==> config.mk <==
export PLATFORM = sky130hd
export DESIGN_NAME = scl_gen
export DESIGN_NICKNAME = d
export VERILOG_FILES = /design/src/rtl/scl_gen_pkg.sv /design/src/rtl/scl_rate_sel.sv /design/src/rtl/scl_phase_ctr.sv /design/src/rtl/scl_gen.sv
export SDC_FILE = /design/constraint.sdc
export NUM_CORES = 1
export LEC_CHECK = 0
export ABC_CLOCK_PERIOD_IN_PS = 8400
export BUFFER_PORTS_ARGS = -buffer_cell sky130_fd_sc_hd__buf_2
export CELL_PAD_IN_SITES_DETAIL_PLACEMENT = 0
export CELL_PAD_IN_SITES_GLOBAL_PLACEMENT = 2
export CORE_MARGIN = 3
export CORE_UTILIZATION = 41
export CTS_CLUSTER_SIZE = 40
export DETAILED_ROUTE_END_ITERATION = 12
export PLACE_DENSITY_LB_ADDON = 0.1
export SLEW_MARGIN = 40
export SYNTH_ARGS = -nofsm -noshare
export SYNTH_HDL_FRONTEND = slang
export SYNTH_SLANG_ARGS = --single-unit
export TNS_END_PERCENT = 100
==> constraint.sdc <==
create_clock -name clk -period 8.4 [get_ports clk]
set_input_delay 1.26 -clock clk [delete_from_list [all_inputs] [get_ports clk]]
set_output_delay 1.26 -clock clk [all_outputs]
set_load 0.03 [all_outputs]
==> src/rtl/scl_gen_pkg.sv <==
package scl_gen_pkg;
  typedef enum logic [1:0] {
    ST_IDLE = 2'd0,
    ST_LOW  = 2'd1,
    ST_HIGH = 2'd2
  } scl_state_e;

  localparam logic [1:0] RATE_NEAR = 2'd0;
  localparam logic [1:0] RATE_FAR  = 2'd1;
endpackage

==> src/rtl/scl_rate_sel.sv <==
module scl_rate_sel #(
  parameter int DIV_NEAR  = 120,
  parameter int DIV_FAR   = 9600,
  parameter int TMR_STEPS = 8,
  parameter int CNT_W     = 13
) (
  input  logic [1:0]       rate_sel,
  input  logic             dbl_speed,
  input  logic             tmr_ovf,
  output logic             tick,
  output logic [CNT_W-1:0] half_len
);
  import scl_gen_pkg::*;

  localparam int NEAR_STD = DIV_NEAR / 2;
  localparam int NEAR_DBL = DIV_NEAR / 4;
  localparam int FAR_STD  = DIV_FAR / 2;
  localparam int FAR_DBL  = DIV_FAR / 4;
  localparam int TMR_HALF = TMR_STEPS / 2;

  always_comb begin
    tick     = 1'b1;
    half_len = CNT_W'(NEAR_STD);
    unique case (rate_sel)
      RATE_NEAR: half_len = dbl_speed ? CNT_W'(NEAR_DBL) : CNT_W'(NEAR_STD);
      RATE_FAR:  half_len = dbl_speed ? CNT_W'(FAR_DBL)  : CNT_W'(FAR_STD);
      default: begin
        tick     = tmr_ovf;
        half_len = CNT_W'(TMR_HALF);
      end
    endcase
  end
endmodule

==> src/rtl/scl_phase_ctr.sv <==
module scl_phase_ctr #(
  parameter int CNT_W = 13
) (
  input  logic             clk,
  input  logic             rst_n,
  input  logic             clr,
  input  logic             adv,
  input  logic [CNT_W-1:0] half_len,
  output logic             last
);
  logic [CNT_W-1:0] cnt_q, cnt_d;

  assign last = ({1'b0, cnt_q} + {{CNT_W{1'b0}}, 1'b1}) >= {1'b0, half_len};

  always_comb begin
    cnt_d = cnt_q;
    if (clr)      cnt_d = '0;
    else if (adv) cnt_d = cnt_q + CNT_W'(1);
  end

  always_ff @(posedge clk or negedge rst_n) begin
    if (!rst_n)          cnt_q <= '0;
    else if (clr || adv) cnt_q <= cnt_d;
  end
endmodule

==> src/rtl/scl_gen.sv <==
module scl_gen #(
  parameter int DIV_NEAR  = 120,
  parameter int DIV_FAR   = 9600,
  parameter int TMR_STEPS = 8
) (
  input  logic       clk,
  input  logic       rst_n,
  input  logic       master_en,
  input  logic [1:0] rate_sel,
  input  logic       dbl_speed,
  input  logic       tmr_ovf,
  input  logic       scl_in,
  output logic       scl_pull,
  output logic       scl_rise,
  output logic       scl_fall
);
  import scl_gen_pkg::*;

  localparam int CNT_W = $clog2(DIV_FAR / 2 + 1);

  scl_state_e       state_q, state_d;
  logic             seen_q, seen_d;
  logic             rise_q, rise_d;
  logic             fall_q, fall_d;
  logic             tick, last, adv, clr;
  logic [CNT_W-1:0] half_len;

  scl_rate_sel #(
    .DIV_NEAR (DIV_NEAR),
    .DIV_FAR  (DIV_FAR),
    .TMR_STEPS(TMR_STEPS),
    .CNT_W    (CNT_W)
  ) u_rate (
    .rate_sel (rate_sel),
    .dbl_speed(dbl_speed),
    .tmr_ovf  (tmr_ovf),
    .tick     (tick),
    .half_len (half_len)
  );

  scl_phase_ctr #(.CNT_W(CNT_W)) u_ctr (
    .clk     (clk),
    .rst_n   (rst_n),
    .clr     (clr),
    .adv     (adv),
    .half_len(half_len),
    .last    (last)
  );

  always_comb begin
    state_d = state_q;
    seen_d  = seen_q;
    rise_d  = 1'b0;
    fall_d  = 1'b0;
    adv     = 1'b0;
    clr     = 1'b0;
    if (!master_en) begin
      state_d = ST_IDLE;
      seen_d  = 1'b0;
      clr     = 1'b1;
    end else begin
      unique case (state_q)
        ST_IDLE: begin
          state_d = ST_HIGH;
          seen_d  = 1'b0;
          clr     = 1'b1;
        end
        ST_LOW: begin
          adv = tick;
          if (tick && last) begin
            state_d = ST_HIGH;
            seen_d  = 1'b0;
            clr     = 1'b1;
          end
        end
        ST_HIGH: begin
          if (seen_q && !scl_in) begin
            // another clock source pulled the line: restart low phase
            state_d = ST_LOW;
            fall_d  = 1'b1;
            clr     = 1'b1;
          end else if (scl_in) begin
            adv    = tick;
            seen_d = 1'b1;
            rise_d = !seen_q;
            if (tick && last) begin
              state_d = ST_LOW;
              fall_d  = 1'b1;
              clr     = 1'b1;
            end
          end
        end
        default: begin
          state_d = ST_IDLE;
          clr     = 1'b1;
        end
      endcase
    end
  end

  always_ff @(posedge clk or negedge rst_n) begin
    if (!rst_n) begin
      state_q <= ST_IDLE;
      seen_q  <= 1'b0;
      rise_q  <= 1'b0;
      fall_q  <= 1'b0;
    end else begin
      state_q <= state_d;
      seen_q  <= seen_d;
      rise_q  <= rise_d;
      fall_q  <= fall_d;
    end
  end

  assign scl_pull = (state_q == ST_LOW);
  assign scl_rise = rise_q;
  assign scl_fall = fall_q;
endmodule

==> Implementation_results.wiki <==
{| class="wikitable"
! Metric !! Value
|-
| Status || completed
|-
| Layout Utilization || 0.469
|-
| Antenna diodes || 0
|-
| Worst IR Drop VDD || 0.000107 V
|-
| # fillers || 364
|-
| Startpoint kind of the worst setup timing path || input pin
|-
| Count of distinct cell types in the synthesized netlist || 45
|-
| Power, Total || roughly 0.00022 W
|-
| Total standard cell area after synthesis || around 0.0016 mm²
|-
| Max Cap Violations || 0
|-
| Final weighted congestion in routability-driven placement || about 0.8
|-
| YS warnings || 0
|-
| DRC violations left || 0
|-
| Final setup violating endpoints || 0
|-
| RSZ-0062 raised after global routing || false
|-
| Top cell family by delay on the critical path || compound AO/OA/AOI/OAI gates
|-
| Violation count after the first detailed-routing iteration || 50
|-
| Wire length of the first global-routing pass || 6170 µm
|-
| Max H-tree Level || 1
|-
| Reg clk slew, reported paths || ~0.070 ns
|-
| Destination of the worst hold path || scl_rise
|-
| Post-place setup slack || 4.42 ns
|-
| Slowest Stage Delay on Critical Path || 0.38 ns
|-
| Maximum buffer depth of the clock tree || 2
|-
| Post-synthesis share of cell area spent on and, or, nand and nor gates || 0.272
|-
| Routed vias || 1257
|-
| Clock Sinks || 18
|-
| Data required time at the worst endpoint || roughly 8.5 ns
|-
| Worst clock skew on the final layout || 0.00415 ns
|-
| Number of synthesized register bits || 18
|-
| Number of placement rows || 22
|-
| WL per Instance || around 15 µm
|-
| Cts repair resizes || 0
|-
| Cells along the critical path || buf_2 > or2_2 > ha_1 > a21oi_1 > and2b_2 > o41a_1 > o311ai_2 > nand3_2 > a2111oi_2
|-
| Area share of fa/ha/maj cells after synthesis || 0.122
|-
| Layout Nets || 209
|-
| Core area || between 0.003 and 0.004 mm²
|-
| Global router's overall resource usage || 0.159
|-
| Initial Utilization || 0.436
|-
| Worst min-delay path startpoint || seen_q
|-
| TritonCTS clock tree || yes
|-
| Area enclosed by the die boundary || approximately 0.0048 mm²
|-
| Hold Crit Class || reg -> reg
|-
| Clk Tree Root Cell || sky130_fd_sc_hd__clkbuf_8
|-
| WP depth || 9
|-
| Portion of netlist area occupied by mux cells || 0.00609
|-
| Count of pins on the block boundary || 11
|-
| Cell types with the largest area share after synthesis || sky130_fd_sc_hd__dfrtp_1 27%, sky130_fd_sc_hd__ha_1 12%, sky130_fd_sc_hd__xnor2_1 9.1%
|-
| Number of flops mapped to enable cells by yosys || 0
|-
| Cts hold-fix bufs || 0
|-
| Total length of routed wires || approximately 3500 µm
|-
| Ys flop type || sky130_fd_sc_hd__dfrtp_1
|-
| Worst Setup Slack, final || 4.69 ns
|-
| Die Wd || a little under 70 µm
|-
| Pin count of the biggest net entering global routing || 19
|-
| Fraction of layout instances using a drive strength above 1 || 0.228
|-
| Cell taking the most area after synthesis || sky130_fd_sc_hd__dfrtp_1
|-
| Time the final worst path needs with I/O delays and setup || approximately 3.7 ns
|-
| Post-synthesis average cell area || around 9.4 µm²
|-
| Total overflow reported by the global router || 0
|-
| Share of synthesized flip-flops with an asynchronous set or reset || 1.00
|-
| Vertical die dimension || between 60 and 70 µm
|-
| Start of the worst register-to-register path || u_ctr.cnt_q[0]
|-
| Type of the setup path with the least slack || in -> reg
|-
| Setup TNS after final layout || 0 ns
|-
| Pre-antenna DRT Iters || 4
|-
| Endpoint of the most critical register-to-register path || u_ctr.cnt_q[1]
|-
| Net count after synthesis || 199
|-
| Worst-path fanout max || 13
|-
| XOR/XNOR Fraction of Synth Area || 0.123
|-
| Area added between synthesis and finish || 7.53%
|-
| Post-route fraction of the period consumed by the critical path || 0.441
|-
| Max Slew Vio Count || 0
|-
| Worst Reg2Reg Path Length in Cells || 11
|-
| Antenna violations before repair || 0
|-
| Endpoints failing hold || 0
|-
| Data arrival at the endpoint of the critical path || 3.85 ns
|-
| Mapped Cells || roughly 180
|-
| Crit path buffers/inverters || 1
|-
| Highest achievable clock rate || 270 MHz
|-
| Vias in the first global route || 1300
|-
| HPWL reported at the end of detailed placement || approximately 2900 µm
|-
| Static leakage || 0.709 nW
|-
| Number of setup buffers added after CTS || 0
|-
| Sequential share of the synthesized area || 0.274
|-
| Number of stages on the worst hold path || 1
|-
| Number of buffers added on ports || 10
|-
| Remaining number of nets flagged by the antenna check after routing || 0
|-
| Areal power density over the cells || around 120 mW/mm²
|-
| Via density per instance || roughly 5.4
|-
| Compound-gate portion of the synthesized area || 0.148
|-
| Fraction of post-synthesis cell area in the top cell type by area || 0.274
|-
| Relative slew margins || 0.557
|-
| CTS buffer count || 3
|-
| Worst reg2reg setup slack || ~4.8 ns
|-
| Slew at the pin closest to its max-slew limit || roughly 0.66 ns
|-
| Combinational family with the most area after synthesis || simple AND/OR/NAND/NOR gates
|-
| Cell with the largest stage delay on the worst path || sky130_fd_sc_hd__a2111oi_2
|-
| Latest clock arrival within the worst-skew pair || 0.25 ns
|-
| Endpoint type of the worst setup path || register
|}
## metal layers
layer	track usage	share of wire	wire (µm)	vias to the layer above
li1	-	-	-	642
met1	0.222	0.49	1710	592
met2	0.249	0.47	1620	17
met3	0.0203	0.024	83	6
met4	0.0586	0.017	59	0
met5	0	0	0	-
## area by class of cell
type,count,area (µm²),area share
Multi-Input combinational cell,142,1100,0.623
Clock buffer,4,55.1,0.0311
Inverter,10,51.3,0.0290
Tap cell,48,60.1,0.0340
Sequential cell,18,450,0.255
Timing Repair Buffer,10,50.0,0.0283
## power breakdown
group | internal [W] | switching, W
Clock | 0.0000416 | 0.0000284
Sequential | 0.0000902 | 0.00000313
Combinational | 0.0000186 | 0.0000361
## layout by cell type, fill, tap and decap left out, types with 2 or more instances in the layout
master	synthesis	layout
sky130_fd_sc_hd__xor2_1	6	6
sky130_fd_sc_hd__nor3b_1	2	2
sky130_fd_sc_hd__nor4_1	2	2
sky130_fd_sc_hd__nand3_1	5	5
sky130_fd_sc_hd__a21oi_1	5	5
sky130_fd_sc_hd__nand4_1	4	4
sky130_fd_sc_hd__nor3_2	10	10
sky130_fd_sc_hd__nor2_1	17	17
sky130_fd_sc_hd__clkbuf_8	0	4
sky130_fd_sc_hd__o41ai_1	2	2
sky130_fd_sc_hd__inv_1	9	9
sky130_fd_sc_hd__dfrtp_1	18	18
sky130_fd_sc_hd__nor2b_1	2	2
sky130_fd_sc_hd__ha_1	16	16
sky130_fd_sc_hd__o311ai_2	2	2
sky130_fd_sc_hd__buf_2	0	10
sky130_fd_sc_hd__or2_2	4	4
sky130_fd_sc_hd__xnor2_1	17	17
sky130_fd_sc_hd__nand2_1	18	18
sky130_fd_sc_hd__o211ai_1	3	3
sky130_fd_sc_hd__nor3_1	6	6
## cells by family (layout without fill, tap and decap cells)
group           Yosys count  after routing
buf+inv                  15             24
mux                       1              1
flops                    18             18
fa+ha+maj                16             16
xor+xnor                 23             23
simple gates             78             78
compound gates           24             24
## synthesized netlist by cell type, types with 3 or more instances
cell                       instances
sky130_fd_sc_hd__or2_2             4
sky130_fd_sc_hd__nand3_1           5
sky130_fd_sc_hd__o211ai_1          3
sky130_fd_sc_hd__a21oi_1           5
sky130_fd_sc_hd__nand4_1           4
sky130_fd_sc_hd__ha_1             16
sky130_fd_sc_hd__xor2_1            6
sky130_fd_sc_hd__nor3_2           10
sky130_fd_sc_hd__nor3_1            6
sky130_fd_sc_hd__dfrtp_1          18
sky130_fd_sc_hd__inv_1             9
sky130_fd_sc_hd__nand2_1          18
sky130_fd_sc_hd__xnor2_1          17
sky130_fd_sc_hd__nor2_1           17
## how the worst max path moves through the flow
stage                              start              to  slack [ns]
final                        rate_sel[0]  u_ctr.cnt_q[1]        4.69
after floorplan              rate_sel[0]  u_ctr.cnt_q[1]        4.94
after global routing      u_ctr.cnt_q[0]  u_ctr.cnt_q[1]        4.48
after CTS                    rate_sel[0]  u_ctr.cnt_q[1]        4.67
after global placement       rate_sel[0]  u_ctr.cnt_q[1]        4.51
after detailed placement     rate_sel[0]  u_ctr.cnt_q[1]        4.42
## per-stage QoR
stage | cell area, µm² | cells | hold WS [ns]
floorplan | 1640 | 175 | 0.434
global placement | 1710 | 228 | 0.466
detailed placement | 1710 | 228 | 0.464
CTS | 1770 | 232 | 0.478
global route | 1770 | 232 | 0.517
finish | 1770 | 232 | 0.475
## registers in the layout (all words and copies together), names as in the netlist
signal / flops
scl_rise: 1
scl_fall: 1
state_q: 2
u_ctr.cnt_q: 13
seen_q: 1
(Power assumes the default switching activity.)
